**src/rtl/spi_rx_pkg.sv**
```systemverilog
package spi_rx_pkg;
  localparam int IRQ_N    = 3;
  localparam int IRQ_HALF = 0;
  localparam int IRQ_TMO  = 1;
  localparam int IRQ_OVR  = 2;
endpackage

```
**src/rtl/spi_rx_sync.sv**
```systemverilog
module spi_rx_sync #(
  parameter int STAGES = 2
) (
  input  logic clk,
  input  logic rst_n,
  input  logic sclk_in,
  input  logic csn_in,
  input  logic data_in,
  output logic sample,
  output logic sel_active,
  output logic sel_drop,
  output logic data_bit
);
  logic [STAGES-1:0] sclk_q, csn_q, data_q;
  logic sclk_prev, csn_prev;

  always_ff @(posedge clk or negedge rst_n) begin
    if (!rst_n) begin
      sclk_q    <= '1;
      csn_q     <= '1;
      data_q    <= '0;
      sclk_prev <= 1'b1;
      csn_prev  <= 1'b1;
    end else begin
      sclk_q    <= {sclk_q[STAGES-2:0], sclk_in};
      csn_q     <= {csn_q[STAGES-2:0], csn_in};
      data_q    <= {data_q[STAGES-2:0], data_in};
      sclk_prev <= sclk_q[STAGES-1];
      csn_prev  <= csn_q[STAGES-1];
    end
  end

  assign sel_active = ~csn_q[STAGES-1];
  assign sel_drop   = csn_q[STAGES-1] & ~csn_prev;
  assign sample     = sclk_prev & ~sclk_q[STAGES-1] & sel_active;
  assign data_bit   = data_q[STAGES-1];
endmodule

```
**src/rtl/spi_rx_shifter.sv**
```systemverilog
module spi_rx_shifter #(
  parameter int W = 16
) (
  input  logic         clk,
  input  logic         rst_n,
  input  logic         sample,
  input  logic         sel_active,
  input  logic         data_bit,
  output logic         word_valid,
  output logic [W-1:0] word
);
  localparam int CNT_W = $clog2(W);
  localparam logic [CNT_W-1:0] LAST = CNT_W'(W - 1);

  logic [CNT_W-1:0] bit_cnt;
  logic [W-1:0]     shreg;

  always_ff @(posedge clk or negedge rst_n) begin
    if (!rst_n) begin
      bit_cnt    <= '0;
      shreg      <= '0;
      word       <= '0;
      word_valid <= 1'b0;
    end else begin
      word_valid <= 1'b0;
      if (!sel_active) begin
        bit_cnt <= '0;
      end else if (sample) begin
        shreg <= {shreg[W-2:0], data_bit};
        if (bit_cnt == LAST) begin
          bit_cnt    <= '0;
          word       <= {shreg[W-2:0], data_bit};
          word_valid <= 1'b1;
        end else begin
          bit_cnt <= bit_cnt + 1'b1;
        end
      end
    end
  end

  assert_word_in_frame_R1: assert property (@(posedge clk) disable iff (!rst_n)
    word_valid |-> $past(sel_active));
endmodule

```
**src/rtl/spi_rx_fifo.sv**
```systemverilog
module spi_rx_fifo #(
  parameter int W     = 16,
  parameter int DEPTH = 8
) (
  input  logic                       clk,
  input  logic                       rst_n,
  input  logic                       push,
  input  logic [W-1:0]               push_data,
  input  logic                       pop,
  output logic [W-1:0]               head,
  output logic [$clog2(DEPTH+1)-1:0] level,
  output logic                       accepted,
  output logic                       dropped
);
  localparam int AW = $clog2(DEPTH);
  localparam int LW = $clog2(DEPTH + 1);

  logic [W-1:0]  mem [DEPTH];
  logic [AW-1:0] wr_ptr, rd_ptr;
  logic          full, do_pop;

  assign full     = (level == LW'(DEPTH));
  assign do_pop   = pop && (level != '0);
  assign accepted = push && (!full || do_pop);
  assign dropped  = push && full && !do_pop;
  assign head     = mem[rd_ptr];

  always_ff @(posedge clk or negedge rst_n) begin
    if (!rst_n) begin
      wr_ptr <= '0;
      rd_ptr <= '0;
      level  <= '0;
    end else begin
      if (accepted) wr_ptr <= wr_ptr + 1'b1;
      if (do_pop)   rd_ptr <= rd_ptr + 1'b1;
      if (accepted && !do_pop)      level <= level + 1'b1;
      else if (!accepted && do_pop) level <= level - 1'b1;
    end
  end

  always_ff @(posedge clk) begin
    if (accepted) mem[wr_ptr] <= push_data;
  end

  assert_level_bound_R3: assert property (@(posedge clk) disable iff (!rst_n)
    level <= LW'(DEPTH));
  assert_drop_when_full_R6: assert property (@(posedge clk) disable iff (!rst_n)
    (push && full && !pop) |=> (level == $past(level)));
endmodule

```
**src/rtl/spi_rx_timeout.sv**
```systemverilog
module spi_rx_timeout #(
  parameter int BITS  = 32,
  parameter int DIV_W = 16
) (
  input  logic             clk,
  input  logic             rst_n,
  input  logic [DIV_W-1:0] tick_div,
  input  logic             word_in,
  input  logic             drained,
  input  logic             fifo_empty,
  output logic             expire
);
  localparam int BW = $clog2(BITS);
  localparam logic [BW-1:0] LAST = BW'(BITS - 1);

  logic [DIV_W-1:0] pre_cnt, lim;
  logic [BW-1:0]    bit_cnt;
  logic             running, tick;

  assign lim    = (tick_div == '0) ? '0 : tick_div - 1'b1;
  assign tick   = running && (pre_cnt == lim);
  assign expire = tick && (bit_cnt == LAST);

  always_ff @(posedge clk or negedge rst_n) begin
    if (!rst_n) begin
      running <= 1'b0;
      pre_cnt <= '0;
      bit_cnt <= '0;
    end else if (word_in) begin
      running <= 1'b1;
      pre_cnt <= '0;
      bit_cnt <= '0;
    end else if (drained || expire) begin
      running <= 1'b0;
      pre_cnt <= '0;
      bit_cnt <= '0;
    end else if (running) begin
      if (tick) begin
        pre_cnt <= '0;
        bit_cnt <= bit_cnt + 1'b1;
      end else begin
        pre_cnt <= pre_cnt + 1'b1;
      end
    end
  end

  assert_expire_needs_data_R7: assert property (@(posedge clk) disable iff (!rst_n)
    expire |-> !fifo_empty);
  assert_drain_stops_R8: assert property (@(posedge clk) disable iff (!rst_n)
    (drained && !word_in) |=> !expire);
endmodule

```
**src/rtl/spi_slave_rx.sv**
```systemverilog
module spi_slave_rx
  import spi_rx_pkg::*;
#(
  parameter int WORD_W   = 16,
  parameter int DEPTH    = 8,
  parameter int TMO_BITS = 32,
  parameter int DIV_W    = 16,
  parameter int SYNC_STG = 2
) (
  input  logic              clk,
  input  logic              rst_n,
  input  logic              spi_sclk,
  input  logic              spi_cs_n,
  input  logic              spi_mosi,
  input  logic [DIV_W-1:0]  tick_div,
  output logic              rd_valid,
  input  logic              rd_ready,
  output logic [WORD_W-1:0] rd_data,
  output logic              rx_not_empty,
  input  logic              mask_we,
  input  logic [IRQ_N-1:0]  mask_wdata,
  input  logic              clr_we,
  input  logic [IRQ_N-1:0]  clr_wdata,
  output logic [IRQ_N-1:0]  irq_raw,
  output logic [IRQ_N-1:0]  irq_masked,
  output logic              irq
);
  localparam int LW = $clog2(DEPTH + 1);

  logic              sample, sel_active, sel_drop, data_bit;
  logic              word_valid, accepted, dropped, expire, drained, pop;
  logic [WORD_W-1:0] word;
  logic [LW-1:0]     level;
  logic              raw_tmo, raw_ovr;
  logic [IRQ_N-1:0]  mask_q, clr_hit;

  spi_rx_sync #(.STAGES(SYNC_STG)) u_sync (
    .clk(clk), .rst_n(rst_n), .sclk_in(spi_sclk), .csn_in(spi_cs_n),
    .data_in(spi_mosi), .sample(sample), .sel_active(sel_active),
    .sel_drop(sel_drop), .data_bit(data_bit));

  spi_rx_shifter #(.W(WORD_W)) u_shift (
    .clk(clk), .rst_n(rst_n), .sample(sample), .sel_active(sel_active),
    .data_bit(data_bit), .word_valid(word_valid), .word(word));

  assign pop = rd_valid && rd_ready;

  spi_rx_fifo #(.W(WORD_W), .DEPTH(DEPTH)) u_fifo (
    .clk(clk), .rst_n(rst_n), .push(word_valid), .push_data(word),
    .pop(pop), .head(rd_data), .level(level), .accepted(accepted),
    .dropped(dropped));

  assign drained = pop && (level == LW'(1)) && !accepted;

  spi_rx_timeout #(.BITS(TMO_BITS), .DIV_W(DIV_W)) u_tmo (
    .clk(clk), .rst_n(rst_n), .tick_div(tick_div), .word_in(accepted),
    .drained(drained), .fifo_empty(level == '0), .expire(expire));

  assign rd_valid     = (level != '0);
  assign rx_not_empty = rd_valid;
  assign clr_hit      = clr_we ? clr_wdata : '0;

  always_ff @(posedge clk or negedge rst_n) begin
    if (!rst_n) begin
      raw_tmo <= 1'b0;
      raw_ovr <= 1'b0;
      mask_q  <= '0;
    end else begin
      if (expire)                 raw_tmo <= 1'b1;
      else if (clr_hit[IRQ_TMO])  raw_tmo <= 1'b0;
      if (dropped)                raw_ovr <= 1'b1;
      else if (clr_hit[IRQ_OVR])  raw_ovr <= 1'b0;
      if (mask_we) mask_q <= mask_wdata;
    end
  end

  always_comb begin
    irq_raw           = '0;
    irq_raw[IRQ_HALF] = (level >= LW'(DEPTH / 2));
    irq_raw[IRQ_TMO]  = raw_tmo;
    irq_raw[IRQ_OVR]  = raw_ovr;
  end

  assign irq_masked = irq_raw & mask_q;
  assign irq        = |irq_masked;

  assert_hold_under_backpressure_R3: assert property (@(posedge clk) disable iff (!rst_n)
    (rd_valid && !rd_ready) |=> (rd_valid && $stable(rd_data)));
  assert_overrun_sticky_R6: assert property (@(posedge clk) disable iff (!rst_n)
    (raw_ovr && !clr_hit[IRQ_OVR]) |=> raw_ovr);
  assert_abort_no_word_R2: assert property (@(posedge clk) disable iff (!rst_n)
    sel_drop |=> !word_valid);
endmodule

```
**config.mk**
```make
export PLATFORM = sky130hd
export DESIGN_NAME = spi_slave_rx
export DESIGN_NICKNAME = d
export VERILOG_FILES = /design/src/rtl/spi_rx_pkg.sv /design/src/rtl/spi_rx_sync.sv /design/src/rtl/spi_rx_shifter.sv /design/src/rtl/spi_rx_fifo.sv /design/src/rtl/spi_rx_timeout.sv /design/src/rtl/spi_slave_rx.sv
export SDC_FILE = /design/constraint.sdc
export NUM_CORES = 1
export LEC_CHECK = 0
export CORE_MARGIN = 5
export CORE_UTILIZATION = 66
export DETAILED_ROUTE_END_ITERATION = 8
export DONT_BUFFER_PORTS = 1
export PLACE_DENSITY = 0.82
export SLEW_MARGIN = 20
export SYNTH_ARGS = -nofsm -noshare
export SYNTH_HDL_FRONTEND = slang
export SYNTH_SLANG_ARGS = --single-unit
export TNS_END_PERCENT = 100
```
**constraint.sdc**
```tcl
create_clock -name clk -period 10.3 [get_ports clk]
set_clock_uncertainty 0.15 [all_clocks]
set_input_delay 1.03 -clock clk [delete_from_list [all_inputs] [get_ports clk]]
set_output_delay 1.03 -clock clk [all_outputs]
set_load 0.05 [all_outputs]
```
==> impl_metrics.env, run 1 <==
export IMPL_post_cts_resize_count=0
export IMPL_r2r_slack_ps=6970
export IMPL_htreeDepth=1
export IMPL_io_pins=55
export IMPL_first_global_vias=5308
export IMPL_vdd_ir_drop_worst_mv=0.153
export IMPL_synth_distinct_cells=62
export IMPL_end_kind="flop"
export IMPL_clk_pin_slew_ps=60
export IMPL_hpwl_mm=10.7
export IMPL_drt_iter0_drc=447
export IMPL_min_path_type="in -> async"
export IMPL_synth_edff_count=128
export IMPL_cap_viol_max_count=0
export IMPL_cts_buffers=20
export IMPL_setup_viol_count_final=0
export IMPL_rsz0062_at_grt="false"
export IMPL_grtUsageTotal=0.227
export IMPL_ys_seq_area_frac=0.641
export IMPL_synthAdderAreaFrac=0.0151
export IMPL_tritoncts="built"
export IMPL_synthTopCellsByArea="edfxtp_1, dfrtp_1, mux4_2, mux2_2, xor2_1"
export IMPL_syn_nets=650
export IMPL_wire_per_inst_um=22.6
export IMPL_relSlewSlack=0.266
export IMPL_p_seq_frac=0.501
export IMPL_drive_above_1_share=0.218
export IMPL_die_x_um=128
export IMPL_grt_max_degree=81
export IMPL_critPathLaunchType="input port"
export IMPL_outcome="finished, final reports clean"
export IMPL_synth_top_area_cell="edfxtp_1"
export IMPL_power_frac_comb=0.141
export IMPL_io_buffers=0
export IMPL_drcViolationCount=0
export IMPL_n_antenna_cell=0
export IMPL_crit_start="tick_div[0]"
export IMPL_required_ps=10500
export IMPL_internal_power_mw=1.49
export IMPL_clock_power_share=0.358
export IMPL_synth_main_ff_cell="edfxtp_1"
export IMPL_rows=43
export IMPL_fin_nets=643
export IMPL_finalHoldViolCount=0
export IMPL_die_y_um=128
export IMPL_synth_compound_area_frac=0.0429
export IMPL_avgSynthCellArea_um2=15.0
export IMPL_p_per_area_mw_per_mm2=206
export IMPL_switching_share=0.270
export IMPL_fin_crit_sh=0.378
export IMPL_wl_mm=18.0
export IMPL_ys_warnings_count=0
export IMPL_seq_area_mm2=0.00586
export IMPL_clockBufferDepth=3
export IMPL_synth_top_family_by_area="multiplexers"
export IMPL_gp_congestion=0.887
export IMPL_ctsRootBufferMaster="clkbuf_16"
export IMPL_area_delta_synth_final_pct=8.90
export IMPL_synth_simple_area_share=0.101
export IMPL_period_needed_ps=3890
export IMPL_worstPathMaxFanout=13
export IMPL_dieArea_mm2=0.0163
export IMPL_yosys_area_top_type_share=0.421
export IMPL_syn_area_mm2=0.00913
export IMPL_synth_xor_area_frac=0.0341
export IMPL_leakagePower_nw=3.77
export IMPL_synth_seq_cells=208
export IMPL_ant_nets=0
export IMPL_core_area_mm2=0.0137
export IMPL_crit_arrival_ps=4090
export IMPL_p_total_mw=2.04
export IMPL_p_switching_uw=551
export IMPL_grt_ovfl_total=0
export IMPL_tightest_slew_ps=1100
export IMPL_crit_type="in -> reg"
export IMPL_cts_num_sinks=208
export IMPL_synthMuxAreaShare=0.144
export IMPL_postSynth_asyncResetShare=0.385
export IMPL_initial_core_util=0.665
export IMPL_drv_slew=0
export IMPL_r2r_cells=11
export IMPL_antenna_found_initial=0
export IMPL_grt_pass1_wl_mm=28.9
export IMPL_viasPerCell=6.58
export IMPL_multi_input_area_mm2=0.00313
export IMPL_max_freq_mhz=257
export IMPL_r2r_end="u_tmo.pre_cnt[9]"
export IMPL_r2r_start="u_fifo.level[0]"
export IMPL_setup_tns_ps=0
export IMPL_cts_setup_buffers=0
export IMPL_vias=5235
export IMPL_clk_latency_ps=500
export IMPL_synthCells=609
export IMPL_holdBufCountCts=0
export IMPL_num_fill_cells=820
export IMPL_drt_pass1_iterations=5
[layer usage]
layer	GRT usage	wire length, um	vias to the layer above
li1	-	-	2317
met1	0.312	7240	2694
met2	0.391	9560	200
met3	0.0330	925	24
met4	0.0531	249	0
met5	0	0	-
[worst max path at each step]
stage | endpoint | slack (ps) | cells after the start
4_1_cts | u_tmo.pre_cnt[6] | 6530 | 10
5_1_grt | u_tmo.pre_cnt[5] | 6290 | 10
3_5_place_dp | u_tmo.bit_cnt[3] | 6010 | 10
6_report | u_tmo.pre_cnt[6] | 6410 | 10
3_3_place_gp | u_tmo.running | 6090 | 10
2_1_floorplan | u_tmo.bit_cnt[3] | 6470 | 10
[cells in the final DEF, fill, tap and decap left out, types with 3 or more instances in the layout]
cell       instances
or4_1              8
xor2_1            21
nand2b_1           6
buf_4              3
and4_1             5
clkbuf_1           8
mux4_2            32
o31a_1             3
mux2_2            50
nor2b_1            3
nor2_2             3
and2_1             4
dfstp_2            5
a31oi_1            3
ha_1              11
nand2_1           39
nand4_1            8
clkbuf_16         20
nand3_1            7
bufinv_16          3
nor2_1            39
xnor2_1           12
mux2i_1            3
inv_1             13
edfxtp_1         128
nor4_1            13
nor3_4             5
o21ai_0           12
a21oi_1           15
or3_1              8
nor3_1             4
o22ai_1            3
dfrtp_1           74
[worst max-delay path: stages]
cell	delay [ps]
inv_1	70
ha_1	200
nor3b_1	700
nand4_1	510
nor4_1	390
o22ai_1	160
a211oi_2	290
nand4_4	210
nand2_1	420
nor2_1	110
[state kept, by name (all words and copies together), names as in the netlist, 2 cells and up]
name             cells
u_fifo.wr_ptr        3
mask_q               3
u_tmo.pre_cnt       16
u_fifo.mem         128
u_tmo.bit_cnt        5
u_shift.bit_cnt      4
u_sync.data_q        2
u_sync.csn_q         2
u_fifo.rd_ptr        3
u_shift.shreg       15
u_shift.word        16
u_sync.sclk_q        2
u_fifo.level         4
[Yosys cell counts, drive strengths merged (13+ instances only)]
cell type / number
dfrtp: 75
inv: 13
buf: 16
clkbuf: 16
nand2: 39
mux2: 50
mux4: 32
xor2: 21
edfxtp: 128
o21ai: 13
a21oi: 15
nor2: 42
nor4: 16
[metrics by stage]
step                instance area [um2]  worst slack, ps   util  cells  hold slack (ps)
floorplan                          9130             6470      -    609              181
global placement                   9280             6090  0.677    760              187
detailed placement                 9280             6010  0.677    760              186
CTS                                9940             6530  0.724    796             59.2
global route                       9940             6290  0.724    796             53.2
finish                             9940             6410  0.724    796             74.0
[power by group through the flow]
stage | clock, mW | sequential (mW) | combinational [mW]
finish | 0.731 | 1.02 | 0.287
global route | 0.782 | 1.04 | 0.308
CTS | 0.743 | 1.03 | 0.290
detailed placement | 0 | 1.04 | 0.288
global placement | 0 | 1.04 | 0.280
floorplan | 0 | 0.963 | 0.306
[cell type report]
| cell class | instances | share of cell area |
|---|---|---|
| well taps | 180 | 0.0227 |
| multi-input cells | 356 | 0.315 |
| clock buffers | 28 | 0.0534 |
| clock inverters | 8 | 0.0125 |
| flip-flops and latches | 208 | 0.589 |
| repair buffers | 3 | 0.00227 |
| inverters | 13 | 0.00491 |
[cell families after synthesis]
| kind of cell | after synthesis |
|---|---|
| XOR/XNOR | 34 |
| adder cells (fa/ha/maj) | 11 |
| multiplexers | 85 |
| flip-flops | 208 |
| AND/OR/NAND/NOR | 167 |
| AO/OA/AOI/OAI | 59 |
| buffers and inverters | 45 |
Note: power is estimated with default switching activity, not from simulation.
==> run 2, diff against run 1 <==
Settings changed: ABC_AREA set to 1, CORE_UTILIZATION 66 to 57, PLACE_DENSITY 0.82 to 0.75.
Clock period 10.3 ns to 3.2 ns, I/O delays scaled along.
==> impl_metrics.env, run 2 <==
export IMPL_final_cell_area_mm2=0.0109
export IMPL_gp_congestion=0.855
export IMPL_min_path_type="in -> reg"
export IMPL_io_pins=55
export IMPL_crit_arrival_ps=2470
export IMPL_vias=6968
export IMPL_grtUsageTotal=0.204
export IMPL_period_needed_ps=2940
export IMPL_critical_path_cell_chain="inv_1, buf_4, buf_4, nor2_1, o22ai_1, nor2_1, a31oi_1, buf_4"
export IMPL_setup_tns_ps=0
export IMPL_viasPerCell=5.47
export IMPL_post_cts_resize_count=0
export IMPL_ys_top_cells_by_count="nand2_1, nor2_1, edfxtp_1"
export IMPL_wl_mm=19.9
export IMPL_setup_viol_count_final=0
export IMPL_hpwl_mm=12.4
export IMPL_synthCells=1002
export IMPL_clk_latency_ps=500
export IMPL_hold_slack_ps=180
export IMPL_slowest_stage="dfrtp_2"
export IMPL_synthMuxAreaShare=0.00234
export IMPL_num_fill_cells=1257
export IMPL_clk_pin_slew_ps=60
export IMPL_synth_seq_cells=208
export IMPL_io_buffers=0
export IMPL_final_common_cell="nand2_1"
export IMPL_postSynth_asyncResetShare=0.385
export IMPL_critPathLaunchType="flop"
export IMPL_drcViolationCount=0
export IMPL_n_antenna_cell=0
export IMPL_drt_pass1_iterations=5
export IMPL_worstHoldStart="rd_ready"
export IMPL_synth_top_area_cell="edfxtp_1"
export IMPL_ys_warnings_count=0
export IMPL_synth_simple_area_share=0.208
export IMPL_drive_above_1_share=0.103
export IMPL_crit_buf_inv=4
export IMPL_tritoncts="built"
export IMPL_outcome="finished, final reports clean"
export IMPL_synthAdderAreaFrac=0.0143
export IMPL_top_regs="u_fifo.mem (128), u_shift.word (16), u_tmo.pre_cnt (16)"
export IMPL_r2r_start="u_fifo.level[0]"
export IMPL_end_kind="output pin"
export IMPL_synth_compound_area_frac=0.0848
export IMPL_synth_xor_area_frac=0.0253
export IMPL_drv_slew=0
export IMPL_synthTopCellsByArea="edfxtp_1, dfrtp_1, nand2_1, nor2_1, o21ai_0"
export IMPL_max_stage_delay_ps=550
export IMPL_ys_seq_area_frac=0.607
export IMPL_clockBufferDepth=3
export IMPL_die_x_um=140
export IMPL_cpMostUsedCell="buf_4"
export IMPL_initial_core_util=0.581
export IMPL_finalHoldViolCount=0
export IMPL_place_inst=1220
export IMPL_dieArea_mm2=0.0196
export IMPL_hold_path_depth=5
export IMPL_crit_type="reg -> out"
export IMPL_fin_cells=1274
export IMPL_largest_reg_flops=128
export IMPL_r2r_cells=11
export IMPL_avgSynthCellArea_um2=9.62
export IMPL_worstPathMaxFanout=36
export IMPL_synth_most_common_cell="nand2_1"
export IMPL_relSlewSlack=0.506
export IMPL_r2r_end="u_fifo.level[3]"
export IMPL_grt_max_degree=81
export IMPL_final_util=0.659
export IMPL_ant_nets=0
export IMPL_syn_area_mm2=0.00964
export IMPL_die_y_um=140
export IMPL_cts_buffers=22
export IMPL_grt_pass1_wl_mm=32.6
export IMPL_rsz0062_at_grt="false"
export IMPL_first_global_vias=6575
export IMPL_most_common_layout_cells="nand2_1, nor2_1, edfxtp_1, o21ai_0, inv_1"
export IMPL_top_register="u_fifo.mem"
export IMPL_cap_viol_max_count=0
export IMPL_leakagePower_nw=4.67
export IMPL_area_delta_synth_final_pct=13.3
export IMPL_ctsRootBufferMaster="clkbuf_16"
export IMPL_max_freq_mhz=340
export IMPL_fin_crit_sh=0.919
export IMPL_yosys_area_top_type_share=0.399
export IMPL_rows=47
export IMPL_htreeDepth=1
export IMPL_tightest_slew_ps=740
export IMPL_drt_iter0_drc=477
export IMPL_core_area_mm2=0.0166
export IMPL_synth_main_ff_cell="edfxtp_1"
export IMPL_synth_top_family_by_area="simple AND/OR/NAND/NOR gates"
export IMPL_hold_end="u_fifo.wr_ptr[0]"
export IMPL_antenna_found_initial=0
export IMPL_synth_distinct_cells=38
export IMPL_placed_cell_area_mm2=0.0100
export IMPL_p_per_area_mw_per_mm2=536
export IMPL_fin_nets=1079
export IMPL_synth_edff_count=128
export IMPL_cp_top_family="buffers and inverters"
export IMPL_vdd_ir_drop_worst_mv=0.378
export IMPL_syn_nets=1043
export IMPL_required_ps=2730
export IMPL_wire_per_inst_um=15.6
export IMPL_grt_ovfl_total=0
export IMPL_cts_num_sinks=208
export IMPL_r2r_slack_ps=810
-- run 2: cell types whose count changed after synthesis, sizes merged, moves of 32 or more --
cell,before,now
nand2,39,192
nor2,42,183
o21ai,13,108
inv,13,91
nand3,7,61
mux2,50,2
mux4,32,0
-- run 2: area by class of cell --
cell class,instances,area [um2],share of cell area
inverters,91,344,0.0315
repair buffers,53,450,0.0412
clock inverters,12,141,0.0129
well taps,220,275,0.0252
flip-flops and latches,208,5850,0.536
clock buffers,28,626,0.0573
multi-input cells,662,3230,0.296
-- run 2: worst max path at each step --
stage | start | end | slack (ps) | cells past startpoint
global route | u_fifo.rd_ptr[0] | rd_data[13] | 80 | 8
global placement | tick_div[0] | u_tmo.pre_cnt[12] | 280 | 15
finish | u_fifo.rd_ptr[0] | rd_data[0] | 260 | 8
detailed placement | tick_div[0] | u_tmo.pre_cnt[2] | 240 | 15
floorplan | u_fifo.level[0] | u_fifo.mem[4][0] | 650 | 7
CTS | u_fifo.rd_ptr[0] | rd_data[0] | 270 | 8
-- run 2: metrics by stage --
step           setup slack [ps]  power (mW)
5_1_grt                    81.1        6.08
3_3_place_gp                284        3.26
3_5_place_dp                240        3.27
6_report                    261        5.86
2_1_floorplan               652        3.21
4_1_cts                     268        5.91
-- run 2: where the power goes --
part	leakage (nW)	total [mW]	switching (mW)	internal, mW
Clock	0.376	2.60	1.04	1.57
Sequential	2.32	2.95	0.0557	2.89
Combinational	1.98	0.305	0.189	0.115
-- run 2: routing by layer --
layer / vias up / GRT usage / part of all wire / wire, um
met2: 194 / 0.351 / 0.49 / 9750
met4: 0 / 0.0617 / 0.022 / 432
met1: 3304 / 0.274 / 0.43 / 8560
met5: - / 0 / 0 / 0
li1: 3430 / - / - / -
met3: 40 / 0.0242 / 0.057 / 1130
-- run 2: what timing repair did --
item | in CTS | in global routing
buffers inserted | 0 | 0
hold buffers | 14 | 0
hold endpoints to repair | 89 | 0
-- run 2: logic make-up (layout without fill, tap and decap cells) --
| group | Yosys count | count (layout) |
|---|---|---|
| simple gates | 470 | 470 |
| compound gates | 152 | 152 |
| flops | 208 | 208 |
| fa+ha+maj | 11 | 11 |
| mux | 2 | 2 |
| buf+inv | 132 | 184 |
| xor+xnor | 27 | 27 |
-- run 2: worst min-delay path: cells and delay by family --
family           cells  cell delay (ps)
AND/OR/NAND/NOR      5              470
==> run 3, diff against run 2 <==
--- a/config.mk
+++ b/config.mk
@@ -8,7 +8,9 @@
 export ABC_AREA = 1
+export CELL_PAD_IN_SITES_DETAIL_PLACEMENT = 2
+export CELL_PAD_IN_SITES_GLOBAL_PLACEMENT = 2
 export CORE_MARGIN = 5
-export CORE_UTILIZATION = 57
+export CORE_UTILIZATION = 37
 export DETAILED_ROUTE_END_ITERATION = 8
 export DONT_BUFFER_PORTS = 1
-export PLACE_DENSITY = 0.75
+export PLACE_DENSITY_LB_ADDON = 0.1
 export SLEW_MARGIN = 20
--- a/constraint.sdc
+++ b/constraint.sdc
@@ -4,2 +4,2 @@
 set_output_delay 0.32 -clock clk [all_outputs]
-set_load 0.05 [all_outputs]
+set_load 0.005 [all_outputs]
==> impl_metrics.env, run 3 (synthesis results as in run 2) <==
export IMPL_p_switching_mw=1.33
export IMPL_ctsRootBufferMaster="clkbuf_16"
export IMPL_end_kind="output pin"
export IMPL_htreeDepth=1
export IMPL_max_freq_mhz=350
export IMPL_io_buffers=0
export IMPL_wire_per_inst_um=19.3
export IMPL_setup_tns_ps=0
export IMPL_required_ps=2730
export IMPL_initial_core_util=0.373
export IMPL_drv_slew=0
export IMPL_vias=7122
export IMPL_relSlewSlack=0.361
export IMPL_p_total_mw=6.05
export IMPL_ant_nets=0
export IMPL_drt_pass1_iterations=4
export IMPL_fin_nets=1072
export IMPL_switching_share=0.220
export IMPL_seq_area_mm2=0.00585
export IMPL_most_common_layout_cells="nand2_1, nor2_1, edfxtp_1, o21ai_0, inv_1"
export IMPL_tritoncts="built"
export IMPL_wl_mm=26.7
export IMPL_critPathLaunchType="flop"
export IMPL_outcome="finished, final reports clean"
export IMPL_grt_pass1_wl_mm=43.6
export IMPL_tightest_slew_ps=957
export IMPL_cap_viol_max_count=0
export IMPL_area_delta_synth_final_pct=14.5
export IMPL_drcViolationCount=0
export IMPL_clockBufferDepth=3
export IMPL_die_y_um=171
export IMPL_crit_buf_inv=2
export IMPL_slowest_stage="inv_1"
export IMPL_clock_power_share=0.459
export IMPL_largest_reg_flops=128
export IMPL_worstPathMaxFanout=17
export IMPL_cts_num_sinks=208
export IMPL_antenna_found_initial=0
export IMPL_fin_crit_sh=0.894
export IMPL_grt_max_degree=81
export IMPL_crit_arrival_ps=2390
export IMPL_drive_above_1_share=0.0895
export IMPL_p_per_area_mw_per_mm2=548
export IMPL_n_antenna_cell=0
export IMPL_post_cts_resize_count=0
export IMPL_critical_path_cell_chain="inv_1, buf_4, o21ai_0, o22ai_1, nor2_1, a31oi_1"
export IMPL_p_seq_frac=0.488
export IMPL_power_frac_comb=0.052
export IMPL_first_global_vias=8072
export IMPL_viasPerCell=5.14
export IMPL_max_stage_delay_ps=490
export IMPL_cts_setup_buffers=0
export IMPL_final_common_cell="nand2_1"
export IMPL_clk_pin_slew_ps=60
export IMPL_holdBufCountCts=14
export IMPL_cts_buffers=25
export IMPL_period_needed_ps=2860
export IMPL_drt_iter0_drc=295
export IMPL_hold_slack_ps=86.0
export IMPL_crit_type="reg -> out"
export IMPL_hpwl_mm=17.5
export IMPL_num_fill_cells=2821
export IMPL_rows=59
export IMPL_internal_power_mw=4.72
export IMPL_setup_viol_count_final=0
export IMPL_clk_latency_ps=520
export IMPL_multi_input_area_mm2=0.00323
export IMPL_leakagePower_nw=4.62
export IMPL_grt_ovfl_total=0
export IMPL_min_path_type="in -> reg"
export IMPL_gp_congestion=0.753
export IMPL_cp_top_family="buffers and inverters"
export IMPL_finalHoldViolCount=0
export IMPL_core_area_mm2=0.0258
export IMPL_dieArea_mm2=0.0294
export IMPL_top_register="u_fifo.mem"
export IMPL_grtUsageTotal=0.187
export IMPL_top_regs="u_fifo.mem (128), u_shift.word (16), u_tmo.pre_cnt (16)"
export IMPL_rsz0062_at_grt="false"
export IMPL_vdd_ir_drop_worst_mv=0.312
export IMPL_die_x_um=171
export IMPL_io_pins=55
==> run 3: power groups by stage <==
| stage | clock (mW) | sequential (mW) | combinational [mW] |
|---|---|---|---|
| after CTS | 2.85 | 2.96 | 0.326 |
| after floorplan | 0 | 2.99 | 0.222 |
| after global placement | 0 | 3.01 | 0.273 |
| after global routing | 2.97 | 2.96 | 0.371 |
| final | 2.78 | 2.95 | 0.317 |
| after detailed placement | 0 | 3.01 | 0.281 |
==> run 3: area by class of cell <==
cell class,count,area share
Sequential cell,208,0.530
Timing Repair Buffer,43,0.0351
Inverter,91,0.0312
Multi-Input combinational cell,662,0.293
Clock buffer,37,0.0617
Tap cell,335,0.0380
Clock inverter,9,0.0109
==> run 3: final timing paths <==
| kind | from | end | slack [ps] | cells past startpoint |
|---|---|---|---|---|
| worst min register to register | u_sync.csn_q[0] | u_sync.csn_q[1] | 200 | 0 |
| max in group asynchronous | rst_n | u_sync.csn_q[0] | 2270 | 2 |
| worst min-delay path | rd_ready | u_tmo.running | 90 | 4 |
| worst max register to register | u_sync.sclk_prev | u_shift.word[7] | 710 | 7 |
| min in group asynchronous | rst_n | u_tmo.bit_cnt[4] | 250 | 2 |
| worst max-delay path | u_fifo.rd_ptr[1] | rd_data[2] | 340 | 6 |
==> run 3: per-layer routing <==
layer,up-vias,global-route usage,wire length [um]
met1,3596,0.249,12400
li1,3420,-,-
met2,82,0.331,13100
met3,24,0.0271,885
met5,-,0,0
met4,0,0.0348,408
==> run 3: metrics by stage <==
stage	instance area (um2)	utilization	std cells	setup WS [ps]
6_report	11000	0.427	1385	340
5_1_grt	11000	0.427	1385	179
4_1_cts	11000	0.427	1385	287
3_5_place_dp	10100	0.390	1325	218
3_3_place_gp	10100	0.390	1325	285
2_1_floorplan	9640	-	1002	652
==> run 3: tightest hold or removal path, delay by kind of cell <==
family,cells,cell delay [ps]
simple gates,3,280
compound gates,1,120
